## config.mk

```make
export PLATFORM = sky130hd
export DESIGN_NAME = status_cmp_unit
export DESIGN_NICKNAME = d
export VERILOG_FILES = /design/src/rtl/sfu_pkg.sv /design/src/rtl/sfu_sub_flags.sv /design/src/rtl/sfu_status_reg.sv /design/src/rtl/sfu_branch_eval.sv /design/src/rtl/status_cmp_unit.sv
export SDC_FILE = /design/constraint.sdc
export NUM_CORES = 1
export LEC_CHECK = 0
export CAP_MARGIN = 20
export CORE_UTILIZATION = 30
export CTS_BUF_LIST = sky130_fd_sc_hd__clkbuf_8
export CTS_CLUSTER_DIAMETER = 120
export DETAILED_ROUTE_END_ITERATION = 6
export GPL_TIMING_DRIVEN = 1
export PLACE_DENSITY = 0.73
export RECOVER_POWER = 50
export SKIP_LAST_GASP = 1
export SLEW_MARGIN = 10
export SYNTH_ARGS = -nofsm -noshare
export SYNTH_HDL_FRONTEND = slang
export SYNTH_HIERARCHICAL = 1
export SYNTH_SLANG_ARGS = --single-unit
export TNS_END_PERCENT = 20
```

## constraint.sdc

```tcl
create_clock -name clk -period 5.1 [get_ports clk]
set_clock_uncertainty 0.05 [all_clocks]
set_input_delay 1.275 -clock clk [delete_from_list [all_inputs] [get_ports clk]]
set_output_delay 1.275 -clock clk [all_outputs]
set_load 0.01 [all_outputs]
```

## src/rtl/sfu_pkg.sv

```systemverilog
package sfu_pkg;
  localparam int DW = 8;
  localparam int BIT_C = 0;
  localparam int BIT_Z = 1;
  localparam int BIT_N = 2;
  localparam int BIT_V = 3;
  localparam int BIT_S = 4;
  localparam int BIT_H = 5;
  localparam int CMP_FLAGS = 6;

  typedef enum logic [1:0] {
    KIND_REG    = 2'b00,
    KIND_IMM    = 2'b01,
    KIND_BORROW = 2'b10,
    KIND_ALT    = 2'b11
  } cmp_kind_e;

  typedef struct packed {
    logic h;
    logic s;
    logic v;
    logic n;
    logic z;
    logic c;
  } cmp_flags_t;
endpackage

```

## src/rtl/sfu_sub_flags.sv

```systemverilog
module sfu_sub_flags
  import sfu_pkg::*;
#(
  parameter int W = DW,
  parameter int HALF_BIT = 3
) (
  input  logic [W-1:0] a,
  input  logic [W-1:0] b,
  input  logic         borrow_form,
  input  logic         carry_in,
  input  logic         zero_in,
  output logic [W-1:0] res,
  output cmp_flags_t   flags
);
  localparam int MSB = W - 1;

  logic [W-1:0] brw;
  logic [W-1:0] ovf;
  logic         extra;

  always_comb begin
    extra = borrow_form & carry_in;
    res   = a - b - {{(W-1){1'b0}}, extra};
    brw   = (~a & b) | (b & res) | (res & ~a);
    ovf   = (a & ~b & ~res) | (~a & b & res);
    flags.c = brw[MSB];
    flags.h = brw[HALF_BIT];
    flags.v = ovf[MSB];
    flags.n = res[MSB];
    flags.s = res[MSB] ^ ovf[MSB];
    flags.z = borrow_form ? ((res == '0) & zero_in) : (res == '0);
  end
endmodule

```

## src/rtl/sfu_status_reg.sv

```systemverilog
module sfu_status_reg
  import sfu_pkg::*;
#(
  parameter int W = DW,
  parameter int NFLAG = CMP_FLAGS
) (
  input  logic                 clk,
  input  logic                 rst_n,
  input  logic                 wr_en,
  input  logic [W-1:0]         wr_data,
  input  logic                 cmp_load,
  input  logic [NFLAG-1:0]     cmp_bits,
  input  logic                 cmd_en,
  input  logic                 cmd_set,
  input  logic [$clog2(W)-1:0] cmd_idx,
  output logic [W-1:0]         q
);
  logic [W-1:0] nxt;

  for (genvar i = 0; i < W; i++) begin : g_bit
    logic hit;
    assign hit = cmd_en && (cmd_idx == i[$clog2(W)-1:0]);
    if (i < NFLAG) begin : g_cmp
      always_comb begin
        if (wr_en)         nxt[i] = wr_data[i];
        else if (cmp_load) nxt[i] = cmp_bits[i];
        else if (hit)      nxt[i] = cmd_set;
        else               nxt[i] = q[i];
      end
    end else begin : g_keep
      always_comb begin
        if (wr_en)         nxt[i] = wr_data[i];
        else if (cmp_load) nxt[i] = q[i];
        else if (hit)      nxt[i] = cmd_set;
        else               nxt[i] = q[i];
      end
    end
  end

  always_ff @(posedge clk) begin
    if (!rst_n) q <= '0;
    else        q <= nxt;
  end
endmodule

```

## src/rtl/sfu_branch_eval.sv

```systemverilog
module sfu_branch_eval
  import sfu_pkg::*;
#(
  parameter int W = DW,
  parameter int OFS_W = 8
) (
  input  logic [15:0]      word,
  input  logic [W-1:0]     flags,
  output logic             taken,
  output logic [OFS_W-1:0] offset
);
  localparam int RAW_W = 7;
  localparam int EXT_W = OFS_W - RAW_W;

  logic [RAW_W-1:0] raw;
  logic             sel;

  assign raw    = word[9:3];
  assign sel    = flags[word[2:0]];
  assign taken  = (sel == word[10]);
  assign offset = {{EXT_W{raw[RAW_W-1]}}, raw};
endmodule

```

## src/rtl/status_cmp_unit.sv

```systemverilog
module status_cmp_unit
  import sfu_pkg::*;
#(
  parameter int BR_OFS_W = 8
) (
  input  logic                clk,
  input  logic                rst_n,
  input  logic                cmp_valid,
  output logic                cmp_ready,
  input  logic [1:0]          cmp_kind,
  input  logic [7:0]          op_a,
  input  logic [7:0]          op_b,
  output logic [7:0]          diff,
  input  logic                flag_cmd_en,
  input  logic                flag_cmd_set,
  input  logic [2:0]          flag_cmd_idx,
  input  logic                sreg_wr_en,
  input  logic [7:0]          sreg_wr_data,
  input  logic [15:0]         br_word,
  output logic                br_taken,
  output logic [BR_OFS_W-1:0] br_offset,
  output logic [7:0]          status
);
  cmp_flags_t           fl;
  logic                 accept;
  logic                 borrow_form;
  logic [CMP_FLAGS-1:0] fl_bits;

  assign cmp_ready   = ~sreg_wr_en;
  assign accept      = cmp_valid & cmp_ready;
  assign borrow_form = (cmp_kind == KIND_BORROW);

  sfu_sub_flags #(.W(DW), .HALF_BIT(3)) u_sub (
    .a(op_a), .b(op_b), .borrow_form(borrow_form),
    .carry_in(status[BIT_C]), .zero_in(status[BIT_Z]),
    .res(diff), .flags(fl)
  );

  always_comb begin
    fl_bits        = '0;
    fl_bits[BIT_C] = fl.c;
    fl_bits[BIT_Z] = fl.z;
    fl_bits[BIT_N] = fl.n;
    fl_bits[BIT_V] = fl.v;
    fl_bits[BIT_S] = fl.s;
    fl_bits[BIT_H] = fl.h;
  end

  sfu_status_reg #(.W(DW), .NFLAG(CMP_FLAGS)) u_sreg (
    .clk(clk), .rst_n(rst_n),
    .wr_en(sreg_wr_en), .wr_data(sreg_wr_data),
    .cmp_load(accept), .cmp_bits(fl_bits),
    .cmd_en(flag_cmd_en), .cmd_set(flag_cmd_set), .cmd_idx(flag_cmd_idx),
    .q(status)
  );

  sfu_branch_eval #(.W(DW), .OFS_W(BR_OFS_W)) u_br (
    .word(br_word), .flags(status),
    .taken(br_taken), .offset(br_offset)
  );
endmodule

```

==> Word level (Yosys, flattened, before mapping) <==
Index checks and enable logic that the tools add are counted.
{ "op_classes": {"addsub": 2, "n_eq_ne": 10, "n_mux": 27, "bitwise": 17, "n_reduce_logical": 20, "magnitude_cmp": 1} }
{ "op_table": {"columns": ["cell", "count"], "rows": [
  ["bitwise AND 8 bit", 6],
  ["2-to-1 mux 1 bit", 26],
  ["NOT 8 bit", 3],
  ["bitwise OR 8 bit", 3],
  ["nonzero test 3 bit", 6],
  ["equality test 3 bit, second input constant", 4],
  ["logical AND 1 bit", 8],
  ["zero test 8 bit", 1],
  ["subtractor 8 x 1 -> 8 bit", 1],
  ["subtractor 8 bit", 1],
  ["equality test 3 x 2 -> 1 bit, second input constant", 2],
  ["less-than comparator 3 x 4 -> 1 bit, second input constant", 1],
  ["AND reduction 2 bit", 2],
  ["nonzero test 2 bit", 2],
  ["bitwise AND 1 bit", 3],
  ["binary-select mux 1 bit (select 3 bit)", 1],
  ["equality test 3 x 1 -> 1 bit, second input constant", 1],
  ["zero test 3 bit", 1],
  ["equality test 2 bit, second input constant", 1],
  ["!= test 2 bit, second input constant", 1],
  ["equality test 1 bit", 1],
  ["NOT 1 bit", 1],
  ["XOR 1 bit", 1]
]} }
{ "totals": {"register_bits": 8, "elab_cells": 85, "inputBits": 51} }

==> Longest topological paths before layout <==
Gate-level depths: netlist of the first run.
{ "logic_depth": {"ltp_word": 9, "ltp_mapped": 13} }

==> Hierarchy <==
The synthesis of the first run kept the hierarchy.
{ "by_module_without_submodules": {"columns": ["mod", "area_each_um2", "cells_each", "instances"], "rows": [
  ["sfu_status_reg", 608.1, 61, 1],
  ["sfu_sub_flags", 565.5, 72, 1],
  ["sfu_branch_eval", 136.4, 15, 1],
  ["status_cmp_unit", 23.8, 3, 1]
]} }

==> Worst setup path after synthesis of the first run <==
No wires, ideal clock.
{ "synth_path": {"kind": "in2out", "startpoint": "input cmp_kind[1]", "endpoint": "output diff[6]", "stages": 8, "path_slack_ps": 615, "path_buffers": 0, "t_arrival_ps": 3160, "cell_sequence": "nor2b_4 -> nand2_1 -> fa_1 -> fa_1 -> nand2b_1 -> a311o_1 -> a21oi_1 -> xnor2_1"} }
{ "synth_between": {"elab_chain_cells": 3} }
{ "synth_rtl": {"columns": ["element", "line_no", "source"], "rows": [
  ["start, declared", "status_cmp_unit.sv:10", "input logic [1:0] cmp_kind,"],
  ["equality test 2 bit", "status_cmp_unit.sv:31", "assign borrow_form = (cmp_kind == KIND_BORROW);"],
  ["bitwise AND 1 bit", "sfu_sub_flags.sv:22", "extra = borrow_form & carry_in;"],
  ["subtractor 8 x 1 -> 8 bit", "sfu_sub_flags.sv:23", "res = a - b - {{(W-1){1'b0}}, extra};"],
  ["end, declared", "status_cmp_unit.sv:13", "output logic [7:0] diff,"]
]} }
Every way passes these cells.

==> Worst setup path in the final report of the first run <==
{ "layout_path": {"startpoint": "input cmp_kind[1]", "endpoint": "output diff[3]"} }
{ "layout_between": {"elab_chain_cells": 3} }
{ "layout_rtl": {"columns": ["element", "line_no", "source"], "rows": [
  ["equality test 2 bit", "status_cmp_unit.sv:31", null],
  ["via borrow_form", "status_cmp_unit.sv:26", "logic borrow_form;"],
  ["bitwise AND 1 bit", "sfu_sub_flags.sv:22", null],
  ["subtractor 8 x 1 -> 8 bit", "sfu_sub_flags.sv:23", null]
]} }
The timed path passes the listed nets, and every way through them passes these cells.

==> impl_metrics.tcl, run 1 <==
set metrics [dict create \
    status "complete, but fails checks" \
    failed_checks "setup timing" \
    gr-total-overflow 0 \
    vias 1262 \
    ir_drop_mv 0.09429 \
    yosys_warnings 6 \
    synth_top_family_by_area "compound AO/OA/AOI/OAI gates" \
    power_density_nw_per_um2 195.1 \
    wl_um 2997 \
    min_from "u_sreg/q[2]" \
    synth_area_um2 1334 \
    crit_chain "clkdlybuf4s50_1, nor2b_4, nand2_1, fa_2, inv_1, ha_1, o21ai_2, buf_4, nand2_1, xor2_1, clkdlybuf4s50_1" \
    design_area_um2 1976 \
    drv_cap 0 \
    fin_nets 274 \
    async_flop_share 0 \
    finalCritPeriodShare 1.017 \
    crit_start "cmp_kind[1]" \
    cp.required_ps 3770 \
    synth-xor-area-share 0.06473 \
    drt-wirelength-per-cell_um 11.75 \
    root_buffer "clkbuf_8" \
    io_pins 77 \
    yosysUniqueCellTypes 46 \
    reg2reg_from "u_sreg/q[0]" \
    crit_path_start_kind "primary input" \
    largest_reg_flops 8 \
    grt_usage 0.1404 \
    regMostFlops "u_sreg/q" \
    rsz0062_at_grt "true" \
    drc 0 \
    synth_edf_count 0 \
    layout-drive-gt1-share 0.1463 \
    syn_to_final_growth_pct 48.12 \
    placed_area_um2 1911 \
    min_path_type "flop to flop" \
    worst_path_max_delay_cell "clkdlybuf4s50_1" \
    crit_buf_inv 4 \
    layout_common_cells "47 x clkdlybuf4s50_1, 22 x inv_1, 14 x ha_1, 11 x mux2i_1, 10 x nand2_1" \
    antenna_found_initial 0 \
    fp.coreArea_um2 4144 \
    vias_per_cell 4.949 \
    clock_latency_ps 230 \
    dieArea_um2 4716 \
    critPathArrivalTime_ps 3860 \
    path_delay_family "buffers and inverters" \
    finalHoldViolCount 0 \
    place.gp.congestion 0.7341 \
    reg_top3 "u_sreg/q x8" \
    ys_ff_latch 8 \
    whs_ps 449.3 \
    drtPass1Iterations 4 \
    seq_area_frac_synth 0.1201 \
    critPathKind "primary input to output port" \
    clk_pin_slew_ps 40 \
    yosys-mux-area-fraction 0.1614 \
    grt_pass1_vias 1169 \
    setup_violations 3 \
    fmax_ghz 0.1928 \
    synth-simple-area-share 0.1782 \
    start_util 0.3219 \
    tritoncts "done" \
    fin_crit_ps 5188 \
    die_y_um 68.68 \
    syn_inst 151 \
    num-fill-cells 430 \
    setup_tns_ps -141.8 \
    cpPeakStageDelay_ps 580 \
    cp_max_fo 3 \
    placed_cells 251 \
    grt_max_degree 15 \
    cts.sink_count 8 \
    hpwl_um 2491 \
    syn-mean-instance-area_um2 8.833 \
    antenna_cells 0 \
    multi_input_area_um2 1012 \
    std_cell_rows 23 \
    synth_fp_nets 218 \
    ff_latch_area_um2 160.2 \
    fin_ws_ps -87.90 \
    power_leakage_uw 0.0008755 \
    layout_commonest_cell "clkdlybuf4s50_1" \
    clk_path_buf_depth 2 \
    synthFlopType "dfxtp_1" \
    yosys.area_share.adder 0.1614 \
    slew_headroom 0.5920 \
    grt_pass1_wl_um 4933 \
    fin_cells 255 \
    worst_slew_pin_slew_ps 610.7 \
    h-tree-depth 1 \
    antenna_left 0 \
    portBuffers 56 \
    slew_viol_final 0 \
    synth_compound_area_frac 0.1782 \
    cts_buffers 3 \
    drt-initial-drc-count 38 \
    endpoint_kind "output port" \
    die_x_um 68.68 \
]
==> worst paths after layout <==
path	end	slack, ps	cells after the start
max	diff[3]	-90	11
min	u_sreg/q[2]	450	2
max reg2reg	u_sreg/q[1]	1910	13
min reg2reg	u_sreg/q[2]	450	2
==> layout make-up <==
class,count,area share
clock buffers,3,0.02090
inverters,22,0.04180
multi-input cells,108,0.5124
flip-flops and latches,8,0.08106
well taps,50,0.03167
repair buffers,64,0.3122
==> cells in the mapped netlist (2+ instances only) <==
| library cell | number | area share |
|---|---|---|
| mux2_1 | 6 | 0.051 |
| nor2_1 | 4 | 0.011 |
| nand2_1 | 10 | 0.028 |
| dfxtp_1 | 8 | 0.12 |
| nor3_1 | 2 | 0.0075 |
| a21oi_1 | 2 | 0.0075 |
| mux2i_1 | 11 | 0.083 |
| and4bb_1 | 2 | 0.019 |
| o32ai_2 | 6 | 0.073 |
| or4_1 | 2 | 0.011 |
| buf_6 | 2 | 0.017 |
| xnor2_1 | 2 | 0.013 |
| buf_4 | 9 | 0.051 |
| xor2_1 | 6 | 0.039 |
| inv_1 | 22 | 0.062 |
| o21ai_1 | 7 | 0.026 |
| and4b_1 | 2 | 0.015 |
| ha_1 | 14 | 0.13 |
| fa_1 | 2 | 0.030 |
| o21ai_0 | 5 | 0.019 |
| nor4_1 | 2 | 0.0094 |
==> power breakdown <==
| group | total [uW] | leakage, uW | switching, uW | internal [uW] |
|---|---|---|---|---|
| Clock | 76.2 | 0.0000216 | 25.0 | 51.1 |
| Sequential | 72.9 | 0.0000663 | 4.42 | 68.5 |
| Combinational | 236 | 0.000788 | 101 | 136 |
==> worst register-to-register path: cells and delay by family, from the launching register on <==
| family | cells | cell delay (ps) |
|---|---|---|
| buffers and inverters | 2 | 230 |
| flip-flops | 1 | 380 |
| AND/OR/NAND/NOR | 3 | 320 |
| XOR/XNOR | 1 | 170 |
| adder cells (fa/ha/maj) | 2 | 790 |
| multiplexers | 2 | 480 |
| AO/OA/AOI/OAI | 3 | 650 |
==> stage by stage <==
| step | setup WS [ps] | utilization | total power (uW) |
|---|---|---|---|
| 6_report | -87.90 | 0.4768 | 385.4 |
| 5_1_grt | -212.2 | 0.4768 | 417.3 |
| 4_1_cts | -177.0 | 0.4743 | 391.2 |
| 3_5_place_dp | -493.3 | 0.4611 | 310.4 |
| 3_3_place_gp | -464.6 | 0.4611 | 307.8 |
| 2_1_floorplan | 615.2 | - | 207.1 |
==> logic make-up after synthesis <==
kind of cell / after synthesis
and+or+nand+nor: 36
buffers and inverters: 35
AOI/OAI and AO/OA: 28
muxes: 19
adders and majority gates: 16
xor gates and xnor gates: 9
DFF: 8
==> timing repair <==
action	in CTS	in global routing
buffers inserted	0	1
hold buffers	0	0
pin swaps	0	1
endpoints found under the setup margin	5	5
gates resized for setup	6	4
==> per-layer routing <==
layer	GRT usage	routed length (um)	up-vias
met5	0	0	-
met4	0.06250	32	0
met3	0.02632	205	4
met2	0.2267	1417	36
met1	0.1798	1341	585
li1	-	-	637
No activity file was read; power rests on OpenSTA's default activity.
==> run 2, diff against run 1 <==
--- a/config.mk
+++ b/config.mk
@@ -6,12 +6,12 @@
 export NUM_CORES = 1
 export LEC_CHECK = 0
 export CAP_MARGIN = 20
-export CORE_UTILIZATION = 30
+export CORE_UTILIZATION = 39
 export CTS_BUF_LIST = sky130_fd_sc_hd__clkbuf_8
 export CTS_CLUSTER_DIAMETER = 120
 export DETAILED_ROUTE_END_ITERATION = 6
 export GPL_TIMING_DRIVEN = 1
-export PLACE_DENSITY = 0.73
+export PLACE_DENSITY = 0.89
 export RECOVER_POWER = 50
 export SKIP_LAST_GASP = 1
 export SLEW_MARGIN = 10
==> run 2 against run 1 <==
  * The flow still finishes with violations (setup timing)
  * Fmax down 0.61%
  * Count of clock-buffer cells in the layout unchanged
  * Register-to-register slack better by 20 ps
  * Power about the same
  * Clock power fell by 1%
  * Via count fell by 2.5%
  * First-iteration DRC count shrank 55%
  * Critical path depth shrank 1
==> impl_metrics.tcl, run 2 (synthesis results as in run 1) <==
set metrics [dict create \
    postLayoutCoreUtil 0.6258 \
    grt_pass1_wl_um 4823 \
    slew_headroom 0.5867 \
    wl_um 2953 \
    finalCritPeriodShare 1.023 \
    layout-drive-gt1-share 0.1408 \
    root_buffer "clkbuf_8" \
    syn_to_final_growth_pct 47.94 \
    cts.sink_count 8 \
    setup_violations 3 \
    fin_crit_ps 5220 \
    design_area_um2 1973 \
    hpwl_um 2470 \
    crit_buf_inv 2 \
    path_delay_family "adder cells" \
    largest_reg_flops 8 \
    gr-total-overflow 0 \
    cts_buffers 3 \
    die_y_um 60.48 \
    cp.required_ps 3770 \
    io_pins 77 \
    vias 1231 \
    min_path_type "flop to flop" \
    grt_max_degree 15 \
    num-fill-cells 277 \
    reg2reg_from "u_sreg/q[0]" \
    start_util 0.4230 \
    drt-initial-drc-count 17 \
    power_density_nw_per_um2 195.5 \
    clk_path_buf_depth 2 \
    critPathKind "primary input to output port" \
    antenna_found_initial 0 \
    status "complete, but fails checks" \
    power_leakage_uw 0.0008828 \
    layout_common_cells "46 x clkdlybuf4s50_1, 22 x inv_1, 14 x ha_1, 11 x mux2i_1, 10 x nand2_1" \
    clk_pin_slew_ps 40 \
    placed_area_um2 1911 \
    drtPass1Iterations 6 \
    multi_input_area_um2 1006 \
    die_x_um 60.48 \
    setup_tns_ps -254.8 \
    pre_cts_ws_ps -450.8 \
    ff_latch_area_um2 160.2 \
    fmax_ghz 0.1916 \
    crit_path_start_kind "primary input" \
    crit_cells 10 \
    antenna_cells 0 \
    drv_cap 0 \
    dieArea_um2 3658 \
    rr_worst_depth 13 \
    cpPeakStageDelay_ps 450 \
    slew_viol_final 0 \
    portBuffers 56 \
    ir_drop_mv 0.1138 \
    rsz0062_at_grt "true" \
    place.gp.congestion 0.8232 \
    fin_nets 275 \
    worst_path_max_delay_cell "clkdlybuf4s50_1" \
    failed_checks "setup timing" \
    crit_start "cmp_kind[1]" \
    antenna_left 0 \
    worstSetupEndpoint "diff[6]" \
    tritoncts "done" \
    cp_max_fo 2 \
    grt_usage 0.1724 \
    worst_slew_pin_slew_ps 618.8 \
    critPathArrivalTime_ps 3890 \
    r2r-end "u_sreg/q[3]" \
    clock_latency_ps 230 \
    endpoint_kind "output port" \
    rrSetupSlack_ps 1930 \
    drt-wirelength-per-cell_um 11.81 \
    drc 0 \
    reg_top3 "u_sreg/q x8" \
    fin_ws_ps -119.8 \
    vias_per_cell 4.924 \
    finalHoldViolCount 0 \
    crit_chain "clkdlybuf4s50_1, nor2b_4, nand2_1, fa_2, fa_1, nand2b_1, a311o_1, a21oi_1, xnor2_1, dlygate4sd2_1" \
    std_cell_rows 20 \
    fp.coreArea_um2 3153 \
    grt_pass1_vias 1131 \
    regMostFlops "u_sreg/q" \
    layout_commonest_cell "clkdlybuf4s50_1" \
    h-tree-depth 1 \
]
-- run 2: cell types whose count changed in the layout (fill, tap and decap cells not counted), sizes merged --
cell           delta
dlygate4sd2       +1
clkdlybuf4s50     -1
dlygate4sd3       +1
-- run 2: worst min path at each step --
stage / startpoint / to / slack, ps / cells after the start
after global placement: u_sreg/q[5] / u_sreg/q[5] / 440 / 2
after detailed placement: u_sreg/q[5] / u_sreg/q[5] / 450 / 2
after floorplan: u_sreg/q[2] / u_sreg/q[2] / 470 / 2
after CTS: u_sreg/q[5] / u_sreg/q[5] / 450 / 2
after global routing: u_sreg/q[3] / u_sreg/q[3] / 470 / 2
final: u_sreg/q[5] / u_sreg/q[5] / 450 / 2
-- run 2: worst register-to-register path, cell delays in order, from the launching register on --
cell and delay, ps:
dfxtp_1 390, nand2_1 100, fa_2 550, inv_1 50, ha_1 180, o21ai_2 160
a21boi_1 100, a41oi_2 260, xnor2_2 150, buf_4 170, mux2_4 290, mux2_1 290
mux2i_1 210, o32ai_2 100
-- run 2: where the power goes --
part / leakage (uW) / internal, uW / switching (uW)
registers: 0.0000663 / 68.5 / 4.48
logic: 0.000795 / 137 / 100
clock network: 0.0000216 / 51.1 / 24.3
total: 0.000883 / 256 / 129
-- run 2: final cells by class --
class                           instances  share of cell area
Clock buffer                            3             0.02093
Inverter                               22             0.04185
Multi-Input combinational cell        108              0.5098
Sequential cell                         8             0.08117
Tap cell                               44             0.02790
Timing Repair Buffer                   65              0.3183
-- run 2: what timing repair did --
action / in CTS / in global routing
gates resized for setup: 3 / 3
setup buffers: 1 / 0
hold buffers: 0 / 0
setup endpoints to repair: 5 / 5
pin swaps: 1 / 0
endpoints found under the hold margin: 0 / 0
-- run 2: metal layers --
| layer | global-route usage | up-vias | routed length, um |
|---|---|---|---|
| met5 | 0 | - | 0 |
| met3 | 0.04691 | 3 | 192 |
| li1 | - | 636 | - |
| met4 | 0.02922 | 0 | 17 |
| met1 | 0.2225 | 555 | 1357 |
| met2 | 0.2920 | 37 | 1386 |
-- run 2: through the flow --
step,total power (uW),hold slack [ps],std cells
floorplan,207.1,470.3,151
global placement,307.8,441.9,246
detailed placement,311.9,448.3,246
CTS,391.3,453.8,250
global route,414.0,472.8,250
finish,385.7,449.5,250
